[config.mk]
export PLATFORM = sky130hd
export DESIGN_NAME = ara_responder
export DESIGN_NICKNAME = d
export VERILOG_FILES = /design/src/rtl/ara_pkg.sv /design/src/rtl/ara_bus_events.sv /design/src/rtl/ara_shifter.sv /design/src/rtl/ara_responder.sv
export SDC_FILE = /design/constraint.sdc
export NUM_CORES = 1
export LEC_CHECK = 0
export CELL_PAD_IN_SITES_DETAIL_PLACEMENT = 1
export CELL_PAD_IN_SITES_GLOBAL_PLACEMENT = 1
export CORE_MARGIN = 4
export CORE_UTILIZATION = 40
export DETAILED_ROUTE_END_ITERATION = 12
export DONT_BUFFER_PORTS = 1
export PLACE_DENSITY = 0.7
export SETUP_SLACK_MARGIN = 0.1
export SYNTH_ARGS = -nofsm -noshare
export SYNTH_HDL_FRONTEND = slang
export SYNTH_HIERARCHICAL = 1
export SYNTH_SLANG_ARGS = --single-unit
[constraint.sdc]
create_clock -name clk -period 2.7 [get_ports clk]
set_input_delay 0.27 -clock clk [delete_from_list [all_inputs] [get_ports clk]]
set_output_delay 0.27 -clock clk [all_outputs]
set_load 0.03 [all_outputs]
[src/rtl/ara_pkg.sv]
package ara_pkg;

    typedef enum logic [2:0] {
        ST_IDLE    = 3'd0,
        ST_ADDR    = 3'd1,
        ST_ACK     = 3'd2,
        ST_SEND    = 3'd3,
        ST_HOSTACK = 3'd4,
        ST_WAIT    = 3'd5
    } ara_state_e;

endpackage

[src/rtl/ara_bus_events.sv]
module ara_bus_events (
    input  logic clk,
    input  logic rst_n,
    input  logic scl_i,
    input  logic sda_i,
    output logic scl_rise_o,
    output logic scl_fall_o,
    output logic start_o,
    output logic stop_o
);

    logic scl_q;
    logic sda_q;

    always_ff @(posedge clk or negedge rst_n) begin
        if (!rst_n) begin
            scl_q <= 1'b1;
            sda_q <= 1'b1;
        end else begin
            scl_q <= scl_i;
            sda_q <= sda_i;
        end
    end

    // SDA moving while SCL stays high marks a START (falling) or STOP (rising)
    always_comb begin
        scl_rise_o = scl_i & ~scl_q;
        scl_fall_o = ~scl_i & scl_q;
        start_o    = scl_i & scl_q & sda_q & ~sda_i;
        stop_o     = scl_i & scl_q & ~sda_q & sda_i;
    end

endmodule

[src/rtl/ara_shifter.sv]
module ara_shifter #(
    parameter int DATA_W = 8,
    localparam int CNT_W = $clog2(DATA_W + 1)
) (
    input  logic              clk,
    input  logic              rst_n,
    input  logic              cnt_clr_i,
    input  logic              cnt_inc_i,
    input  logic              rx_en_i,
    input  logic              rx_bit_i,
    input  logic              tx_load_i,
    input  logic [DATA_W-1:0] tx_val_i,
    input  logic              tx_shift_i,
    output logic [DATA_W-1:0] rx_byte_o,
    output logic              tx_msb_o,
    output logic [CNT_W-1:0]  cnt_o
);

    logic [DATA_W-1:0] tx_q;

    always_ff @(posedge clk or negedge rst_n) begin
        if (!rst_n) begin
            cnt_o     <= '0;
            rx_byte_o <= '0;
            tx_q      <= '1;
        end else begin
            if (cnt_clr_i) begin
                cnt_o <= '0;
            end else if (cnt_inc_i) begin
                cnt_o <= cnt_o + 1'b1;
            end
            if (rx_en_i) begin
                rx_byte_o <= {rx_byte_o[DATA_W-2:0], rx_bit_i};
            end
            if (tx_load_i) begin
                tx_q <= tx_val_i;
            end else if (tx_shift_i) begin
                tx_q <= {tx_q[DATA_W-2:0], 1'b1};
            end
        end
    end

    assign tx_msb_o = tx_q[DATA_W-1];

endmodule

[src/rtl/ara_responder.sv]
module ara_responder
    import ara_pkg::*;
#(
    parameter int                ADDR_W   = 7,
    parameter logic [ADDR_W-1:0] ARA_ADDR = 7'b0001100
) (
    input  logic              clk,
    input  logic              rst_n,
    input  logic              scl_i,
    input  logic              sda_i,
    input  logic              alert_pending_i,
    input  logic [ADDR_W-1:0] dev_addr_i,
    output logic              sda_oe_o,
    output logic              resp_done_o,
    output logic              arb_lost_o
);

    localparam int                DATA_W   = ADDR_W + 1;
    localparam int                CNT_W    = $clog2(DATA_W + 1);
    localparam logic [DATA_W-1:0] ARA_BYTE = {ARA_ADDR, 1'b1};
    localparam logic [CNT_W-1:0]  LAST_BIT = CNT_W'(DATA_W);

    ara_state_e state_q, state_d;

    logic scl_rise, scl_fall, start_det, stop_det;
    logic cnt_clr, cnt_inc, rx_en, tx_load, tx_shift;
    logic [DATA_W-1:0] rx_byte;
    logic              tx_msb;
    logic [CNT_W-1:0]  bit_cnt;
    logic              byte_end;
    logic              lost_now;

    ara_bus_events i_events (
        .clk        (clk),
        .rst_n      (rst_n),
        .scl_i      (scl_i),
        .sda_i      (sda_i),
        .scl_rise_o (scl_rise),
        .scl_fall_o (scl_fall),
        .start_o    (start_det),
        .stop_o     (stop_det)
    );

    ara_shifter #(.DATA_W(DATA_W)) i_shifter (
        .clk        (clk),
        .rst_n      (rst_n),
        .cnt_clr_i  (cnt_clr),
        .cnt_inc_i  (cnt_inc),
        .rx_en_i    (rx_en),
        .rx_bit_i   (sda_i),
        .tx_load_i  (tx_load),
        .tx_val_i   ({dev_addr_i, 1'b1}),
        .tx_shift_i (tx_shift),
        .rx_byte_o  (rx_byte),
        .tx_msb_o   (tx_msb),
        .cnt_o      (bit_cnt)
    );

    assign byte_end = scl_fall && (bit_cnt == LAST_BIT);
    // a released 1 read back as 0 means a lower address is on the bus
    assign lost_now = scl_rise && tx_msb && !sda_i;

    // state register
    always_ff @(posedge clk or negedge rst_n) begin
        if (!rst_n) begin
            state_q <= ST_IDLE;
        end else begin
            state_q <= state_d;
        end
    end

    // next state: bus conditions override every state
    always_comb begin
        state_d = state_q;
        if (stop_det) begin
            state_d = ST_IDLE;
        end else if (start_det) begin
            state_d = ST_ADDR;
        end else begin
            unique case (state_q)
                ST_IDLE: state_d = ST_IDLE;
                ST_ADDR: begin
                    if (byte_end) begin
                        state_d = (rx_byte == ARA_BYTE && alert_pending_i) ? ST_ACK : ST_WAIT;
                    end
                end
                ST_ACK: begin
                    if (scl_fall) state_d = ST_SEND;
                end
                ST_SEND: begin
                    if (lost_now) begin
                        state_d = ST_WAIT;
                    end else if (byte_end) begin
                        state_d = ST_HOSTACK;
                    end
                end
                ST_HOSTACK: begin
                    if (scl_rise) state_d = ST_WAIT;
                end
                ST_WAIT: state_d = ST_WAIT;
                default: state_d = ST_IDLE;
            endcase
        end
    end

    // outputs and datapath strobes
    always_comb begin
        cnt_clr     = 1'b0;
        cnt_inc     = 1'b0;
        rx_en       = 1'b0;
        tx_load     = 1'b0;
        tx_shift    = 1'b0;
        sda_oe_o    = 1'b0;
        resp_done_o = 1'b0;
        arb_lost_o  = 1'b0;
        if (start_det) begin
            cnt_clr = 1'b1;
        end
        unique case (state_q)
            ST_IDLE: ;
            ST_ADDR: begin
                rx_en   = scl_rise;
                cnt_inc = scl_rise;
            end
            ST_ACK: begin
                sda_oe_o = 1'b1;
                tx_load  = scl_fall;
                cnt_clr  = scl_fall;
            end
            ST_SEND: begin
                sda_oe_o   = !tx_msb;
                cnt_inc    = scl_rise && !lost_now;
                tx_shift   = scl_fall && (bit_cnt != LAST_BIT);
                arb_lost_o = lost_now && !start_det && !stop_det;
            end
            ST_HOSTACK: begin
                resp_done_o = scl_rise && !start_det && !stop_det;
            end
            ST_WAIT: ;
            default: ;
        endcase
    end

endmodule

### Word level (Yosys, flattened, before mapping)

Cells that the tools add are included.

| storage, ports and cells | value |
|---|---|
| register bits | 25 |
| latch bits | 0 |
| bits in writable memories | 0 |
| bits in read-only memories | 0 |
| logic and storage cells | 70 |
| memories | 0 |

| operators by class | value |
|---|---|
| add/subtract/negate cells | 1 |
| multipliers | 0 |
| divide/modulo/power cells | 0 |
| order comparisons | 0 |
| equal/unequal tests | 12 |
| shift operators | 0 |
| multiplexer cells | 22 |
| bitwise logic cells | 11 |
| reductions and logical operators | 18 |

Operators with widths:

| operator | number |
|---|---|
| two-way mux 3 bit | 8 |
| two-way mux 8 bit | 2 |
| != test 4 bit, second input constant | 4 |
| case mux 3 bit (5 select lines) | 1 |
| logical AND 1 bit | 10 |
| equality test 8 x 5 -> 1 bit, second input constant | 1 |
| two-way mux 4 bit | 2 |
| AND 1 bit | 7 |
| two-way mux 1 bit | 7 |
| equality test 3 x 2 -> 1 bit, second input constant | 2 |
| equality test 3 bit, second input constant | 2 |
| logical NOT 1 bit | 5 |
| != test 5 bit, second input constant | 1 |
| adder 4 x 1 -> 4 bit, second input constant | 1 |
| equality test 4 bit, second input constant | 1 |
| NOT 1 bit | 4 |
| case mux 1 bit (2 select lines) | 2 |
| AND reduction 4 bit | 1 |
| nonzero test 2 bit | 2 |
| equality test 3 x 1 -> 1 bit, second input constant | 1 |

### Longest topological paths before layout

Gate-level depths: netlist of run 1.

| logic depth | value |
|---|---|
| depth after elaboration | 9 |
| depth in mapped cells | 6 |
| gate-level depth less buffers | 5 |

### By module

The synthesis of run 1 kept the hierarchy.

Modules (own cells, without submodules):

| module | instances | cells each | area an instance (sq um) | sequential area each (sq um) |
|---|---|---|---|---|
| ara_shifter | 1 | 67 | 854.6 | 510.5 |
| ara_responder | 1 | 45 | 366.6 | 75.1 |
| ara_bus_events | 1 | 6 | 85.1 | 52.6 |

### Least setup slack after synthesis of run 1

No wires, ideal clock.

| path | value |
|---|---|
| path kind | reg-to-output |
| start point | register i_events.sda_q |
| end point | output arb_lost_o |
| arrival time | 1.752 ns |
| data required time | 2.430 ns |
| setup slack | 0.678 ns |
| stages on the path, launching flop included | 3 |
| buffers on the path | 0 |
| cells stage by stage | dfstp_2 and4b_1 nor4_1 |

| on the way | value |
|---|---|
| cells in the longest elaborated chain, start to end | 6 |

Ends and longest elaborated chain:

| what | line | RTL |
|---|---|---|
| start, declared | ara_bus_events.sv:13 | `logic sda_q;` |
| start signal, assigned | ara_bus_events.sv:21 | `sda_q <= sda_i;` |
| NOT 1 bit | ara_bus_events.sv:30 | `stop_o = scl_i & scl_q & ~sda_q & sda_i;` |
| AND 1 bit (2 in series) | ara_bus_events.sv:30 |  |
| net stop_det | ara_responder.sv:25 | `logic scl_rise, scl_fall, start_det, stop_det;` |
| logical NOT 1 bit | ara_responder.sv:134 | `arb_lost_o = lost_now && !start_det && !stop_det;` |
| logical AND 1 bit | ara_responder.sv:134 |  |
| two-way mux 1 bit | ara_responder.sv:119 | `unique case (state_q)` |
| end, declared | ara_responder.sv:15 | `output logic arb_lost_o` |

The timed path passes the listed nets, and every way through them passes these cells.

### Worst setup path after layout of run 1

Same ends and word-level chain as after synthesis.

==> results of run 1 <==
==> critical path, delay by kind of cell (launching register included) <==
kind | cells | cell delay [ns]
buffers and inverters | 1 | 0.21
flip-flops | 1 | 0.55
AND/OR/NAND/NOR | 2 | 0.57
==> final cells by class <==
cell class | instances | area (um2) | area share (%)
sequential | 25 | 638 | 44.0
timing repair buffer | 8 | 80.1 | 5.52
tap | 44 | 55.1 | 3.80
clock buffer | 4 | 26.3 | 1.81
multi-input combinational | 89 | 647 | 44.6
inverter | 1 | 3.75 | 0.259
==> cells in the mapped netlist, types with 2 or more instances <==
cell type,instances
a211oi_2,2
nand3b_1,3
nand3_1,2
mux2i_1,8
a21oi_1,3
nor2b_1,6
nor4_1,2
nand2_1,11
and4b_1,3
dfstp_2,10
mux2_2,9
nand2b_1,2
dfrtp_1,15
o21ai_0,9
buf_2,2
nor2_1,9
nor3b_1,3
==> metrics by stage <==
step | hold slack [ns] | power [mW] | setup WS, ns | instances
final | 0.0574 | 0.983 | 0.777 | 171
after global placement | -0.0250 | 0.790 | 0.906 | 163
after floorplan | -0.0256 | 0.744 | 0.678 | 118
after CTS | 0.0380 | 0.997 | 0.761 | 171
after global routing | 0.0288 | 1.06 | 0.586 | 171
after detailed placement | -0.0248 | 0.808 | 0.904 | 163
==> layer usage <==
layer	vias up	part of all wire [%]
li1	441	-
met1	472	48
met2	14	48
met3	4	3.1
met4	0	1.3
met5	-	0
==> worst min-delay path by stage <==
stage	from	endpoint	slack (ns)	cells after the start
floorplan	rst_n	i_shifter/cnt_o[0]$_DFFE_PN0P_	-0.03	0
global placement	rst_n	state_q[1]$_DFFE_PN0P_	-0.02	0
detailed placement	rst_n	state_q[0]$_DFFE_PN0P_	-0.02	0
CTS	dev_addr_i[2]	i_shifter/tx_q[3]$_DFFE_PN1P_	0.04	2
global route	dev_addr_i[2]	i_shifter/tx_q[3]$_DFFE_PN1P_	0.03	2
finish	dev_addr_i[2]	i_shifter/tx_q[3]$_DFFE_PN1P_	0.06	2
==> cells in the final DEF (no fill, tap or decap), types with 2 or more instances in the layout <==
master         count
a211oi_2           2
a21oi_1            3
and4b_1            3
buf_4              4
clkbuf_4           3
dfrtp_1           15
dfstp_2           10
dlygate4sd3_1      3
mux2_2             9
mux2i_1            8
nand2_1           11
nand2b_1           2
nand3_1            2
nand3b_1           3
nor2_1             9
nor2b_1            6
nor3b_1            3
nor4_1             2
o21ai_0            9
==> state kept, by name (all words and copies together), names as in the netlist <==
| signal | cells |
|---|---|
| i_shifter/cnt_o | 4 |
| i_events/scl_q | 1 |
| state_q | 3 |
| i_shifter/rx_byte_o | 8 |
| i_shifter/tx_q | 8 |
| i_events/sda_q | 1 |
==> report_power, final <==
part	internal, mW	switching (mW)
logic	0.145	0.110
clock network	0.0578	0.111
registers	0.459	0.0999
total	0.662	0.321
==> cell families after synthesis <==
| logic type | count (synthesis) |
|---|---|
| XOR/XNOR | 1 |
| AO/OA/AOI/OAI | 20 |
| adder cells (fa/ha/maj) | 1 |
| AND/OR/NAND/NOR | 48 |
| other | 1 |
| buffers and inverters | 4 |
| flip-flops | 25 |
| multiplexers | 18 |
==> what timing repair did <==
| action | 4_1_cts | 5_1_grt |
|---|---|---|
| endpoints found under the hold margin | 27 | 0 |
| hold buffers | 4 | 0 |
| gates resized for setup | 0 | 0 |
==> results.md, run 1 <==
* Met3 usage at 3.08%
* Root Driver: clkbuf_4
* Row count at 20
* IO buf count at 0
* CP startpoint kind: register
* Post-synthesis adder-cell area fraction at less than 1%
* H-tree depth at 1
* P&R area growth vs syn at 11.0%
* Worst setup endpoint: arb_lost_o
* Final WL at 2.70 mm
* Pin count of the biggest net entering global routing at 26
* Clock transition at path regs at 0.14 ns
* Die Height at 65.1 um
* Post-Place Cell Area at 1370 um2
* Outcome: complete, no violations
* Routed WL per cell at approximately 16 um
* Mux cell area share after synthesis at roughly 15%
* DIE AREA at 4240 um2
* P_leak at between 0.5 and 0.6 nW
* Core area at around 3000 um2
* GP Congestion at approximately 0.83
* Gr ovfl total at 0
* FF-to-FF path depth at 4
* Unrepaired setup endpoints after global routing: false
* Detail Route Antenna Nets at 0
* Remaining DRCs at 0
* Final nets at 141
* CTS tree: yes
* First-pass GRT wire length at 4.82 mm
* Worst-Margin Slew at about 0.66 ns
* Critical Path, Cell by Cell: and4b_1 > nor4_1 > buf_4
* Filler Cell Count at 345
* Tightest slew margin relative to the limit at a little under three fifths
* Post-Syn Nets at between 100 and 150
* Number of synthesized flops with an enable pin at 0
* Slowest stage cell, crit path: dfstp_2
* Fmax at ~520 MHz
* Top_reg_cell synth: dfrtp_1
* Peak VDD IR at roughly 0.00031 V
* Crit share post-route at 71.2%
* Setup TNS at 0 ns
* GR Util All Layers at 14.8%
* Sequential-to-total area share from yosys stat at ~49%
* Detailed Route Iter0 Violations at 46
* Synth Area in Compound Gates at about 10%
* Max-cap violation count at 0
* Synth Register Bits at 25
* CP Launch Point: i_events/sda_q$_DFF_PN1_
* CP arrival at about 1.7 ns
* Post-Synth XOR/XNOR Area at less than 1%
* Syn avg cell area at about 11 um2
* Met1 Usage GRT at between 20% and 30%
* Die width at between 60 and 70 um
* N_diodes at 0
* # Post-CTS Setup Buffers at 0
* Synthesized area at ~1300 um2
* Critical path endpoint category: primary output
* FF-to-FF End: i_shifter/rx_byte_o[7]$_DFFE_PN0P_
* Crit path kind: reg2out
* HP Class: in2reg
* Slack of the worst reg-to-reg path at between 0.8 and 0.9 ns
* Vias per inst at 5.44
* Worst Skew at 0.00726 ns
* Post-synth top area cell: dfrtp_1
* Io pins at 15
* Drt first pass iters at 4
* GR Layer Usage met2 at between 20% and 30%
* Synth warnings at 6
* Post-route cell area at around 1500 um2
* Critical Path RT at 2.43 ns
* CTS buffer count at 3
* Vias in the first global route at 987
* Final HPWL DP at slightly below 2 mm
* Initial antenna violation count at 0
* Layout cell share with drive strength beyond 1 at around a quarter
* Power density cells at 678 nW/um2
* Clock sinks at 25
* Largest cells by area after synthesis: dfrtp_1 (29%), dfstp_2 (20%), mux2_2 (7.8%)
* Worst-Skew Late Latency at 0.32 ns
* Largest family of logic cells by synthesized area: simple AND/OR/NAND/NOR gates
* Synth Instances at ~120
* Max Root-Sink Buffers at 2
* Vias at slightly above 900
* Yosys cell types at 36
* Initial Util at 42.4%
* Slowest stage delay, CP at 0.55 ns
* FF-to-FF Start: i_events/scl_q$_DFF_PN1_
* Global routing's busiest layer: met2
* Post-route minimum period at roughly 1.9 ns
* Post-synth top area share at 28.7%
* Final setup viols at 0
* Final hold vios at 0
* Worst-path maximum fanout at 6
* Asr flop ratio synth at 100%
* Fin util at 47.1%
* Fin. max-slew vios at 0
* Synth Area in Simple Gates at 22.3%
No activity file was read; power rests on OpenSTA's default activity.
==> run 2, diff against run 1 <==
Clock period 2.7 ns to 1.95 ns, I/O delays scaled along.
==> results.md, run 2 (synthesis gave the netlist of run 1 again) <==
* Gr ovfl total at 0 (unchanged)
* CP startpoint kind: register
* First-pass GRT wire length at 4.96 mm (+2.9%)
* Initial antenna violation count at 0 (unchanged)
* Max Root-Sink Buffers at 2 (unchanged)
* FF-to-FF Start: state_q[1]$_DFFE_PN0P_
* Vias in the first global route at 1034 (+4.8%)
* Fin util at 52.3% (+5.2 points)
* P_leak at 0.618 nW (+11%)
* Final hold vios at 0 (unchanged)
* Proportion of power drawn by the clock network at 15.8% (-1.4 points)
* Logic pwr share at 30.7% (+4.7 points)
* Largest registers: i_shifter/rx_byte_o: 8 flops, i_shifter/tx_q: 8 flops, i_shifter/cnt_o: 4 flops
* P_int at 0.970 mW (+46%)
* Clock sinks at 25 (unchanged)
* H-tree depth at 1 (unchanged)
* Layout cell share with drive strength beyond 1 at 34.3% (+9.1 points)
* Fmax at between 500 and 600 MHz
* Remaining DRCs at 0 (unchanged)
* Clock transition at path regs at 0.14 ns (about the same)
* HP Class: in2reg
* Pre-CTS WS at 0.205 ns (-0.699 ns)
* P&R area growth vs syn at 23.2%
* CTS tree: yes
* Worst-Skew Late Latency at 0.31 ns (about the same)
* Power density cells at 896 nW/um2 (+32%)
* CP arrival at 1.62 ns (-0.03 ns)
* Detailed Route Iter0 Violations at 44 (-4.3%)
* Vias per inst at 5.31 (-2.5%)
* Sw frac at 32.7% (+0.050 points)
* Setup TNS at 0 ns (unchanged)
* Unrepaired setup endpoints after global routing: false
* Final HPWL DP at 2.00 mm (+1.6%)
* Placed cell count at 165 (+1.2%)
* Initial Util at 42.4% (unchanged)
* Die width at 65.1 um (unchanged)
* Drt first pass iters at 4 (unchanged)
* Root Driver: clkbuf_4
* Core area at 3080 um2 (unchanged)
* Detail Route Antenna Nets at 0 (unchanged)
* Final instance count without filler cells at 184 (+7.6%)
* Slack of the worst reg-to-reg path at 0.29 ns (-0.56 ns)
* Io pins at 15 (unchanged)
* Worst Skew at 0.00512 ns (-0.00214 ns)
* Sw power at 0.471 mW (+47%)
* N_diodes at 0 (unchanged)
* Critical Path RT at 1.75 ns (-0.68 ns)
* Commonest non-fill, non-tap cell in the layout: dfrtp_1
* Final setup viols at 0 (unchanged)
* Max-cap violation count at 0 (unchanged)
* Sequential share of power at 53.5% (-3.4 points)
* Post-route minimum period at 1.82 ns
* CP Launch Point: state_q[2]$_DFFE_PN0P_
* Hold slack at 0.239 ns (+0.181 ns)
* Critical path endpoint category: primary output
* Post-layout worst setup margin at 0.131 ns (-0.646 ns)
* Vias at 977 (+4.9%)
* Post-Place Cell Area at 1390 um2 (+1.5%)
* Pin count of the biggest net entering global routing at 26 (unchanged)
* Crit path kind: reg2out
* Post-route cell area at 1610 um2 (+11%)
* DIE AREA at 4240 um2 (unchanged)
* Fin. max-slew vios at 0 (unchanged)
* Peak VDD IR at 0.000505 V (+62%)
* Post-layout power at 1.44 mW (+47%)
* IO buf count at 0 (unchanged)
* CTS buffer count at 3 (unchanged)
* Row count at 20 (unchanged)
* GR Util All Layers at 15.0% (+0.18 points)
* Worst setup endpoint: arb_lost_o
* Final WL at 2.88 mm (+6.6%)
* Filler Cell Count at 335 (-2.9%)
* Routed WL per cell at 15.6 um (-0.97%)
* Final nets at 154 (+9.2%)
* Worst-path maximum fanout at 6 (unchanged)
* Outcome: complete, no violations
* Die Height at 65.1 um (unchanged)
* FF-to-FF path depth at 5 (+1)
* GP Congestion at 0.825 (-0.64%)
* Most frequent cells in the layout: dfrtp_1 (13), nand2_1 (11), dlygate4sd3_1 (11), dfstp_2 (10)
* Crit share post-route at approximately 93%
* FF-to-FF End: i_shifter/cnt_o[3]$_DFFE_PN0P_
-- run 2: cell types whose count changed in the layout (fill, tap and decap cells not counted), moves of 2 or more --
cell | before | now
dfrtp_1 | 15 | 13
buf_4 | 4 | 9
nor2b_2 | 0 | 2
nor2b_1 | 6 | 4
dfrtp_2 | 0 | 2
and4b_1 | 3 | 1
dlygate4sd3_1 | 3 | 11
nor4_1 | 2 | 0
-- run 2: final cells by class --
type	count	area [um2]	area share [%]
Inverter	1	3.75	0.233
Clock inverter	1	5.00	0.311
Sequential cell	25	641	39.8
Multi-Input combinational cell	89	684	42.5
Clock buffer	3	22.5	1.40
Timing Repair Buffer	21	198	12.3
Tap cell	44	55.1	3.42
-- run 2: worst max-delay path: stages (launching register included) --
cell and delay [ns]:
dfrtp_2 0.47, nor2b_1 0.19, nand2_1 0.14, nor4_2 0.31, buf_4 0.21
-- run 2: repair_timing --
action | CTS | global route
pin swaps | 1 | 0
hold endpoints to repair | 34 | 1
hold buffers | 11 | 1
endpoints found under the setup margin | 2 | 9
gates resized for setup | 4 | 7
buffers inserted | 0 | 3
-- run 2: worst min-delay path by stage --
stage	startpoint	cells past startpoint	slack, ns	to
floorplan	rst_n	0	-0.10	i_shifter/cnt_o[0]$_DFFE_PN0P_
global placement	rst_n	0	-0.1	state_q[0]$_DFFE_PN0P_
detailed placement	rst_n	0	-0.1	state_q[2]$_DFFE_PN0P_
CTS	sda_i	1	0.006	i_shifter/rx_byte_o[0]$_DFFE_PN0P_
global route	scl_i	2	0.24	state_q[1]$_DFFE_PN0P_
finish	scl_i	2	0.24	state_q[0]$_DFFE_PN0P_
-- run 2: metal layers --
layer	up-vias	global-route usage [%]	routed length, um
met2	13	25.8	1500
met5	-	0	0
met3	2	3.08	106
li1	467	-	-
met1	495	19.1	1250
met4	0	3.89	17
-- run 2: power by group through the flow --
stage          clock network [mW]  registers, mW  logic (mW)
2_1_floorplan                   0          0.744       0.289
3_3_place_gp                    0          0.775       0.331
3_5_place_dp                    0          0.786       0.347
4_1_cts                     0.246          0.777       0.385
5_1_grt                     0.267          0.786       0.488
6_report                    0.228          0.770       0.442
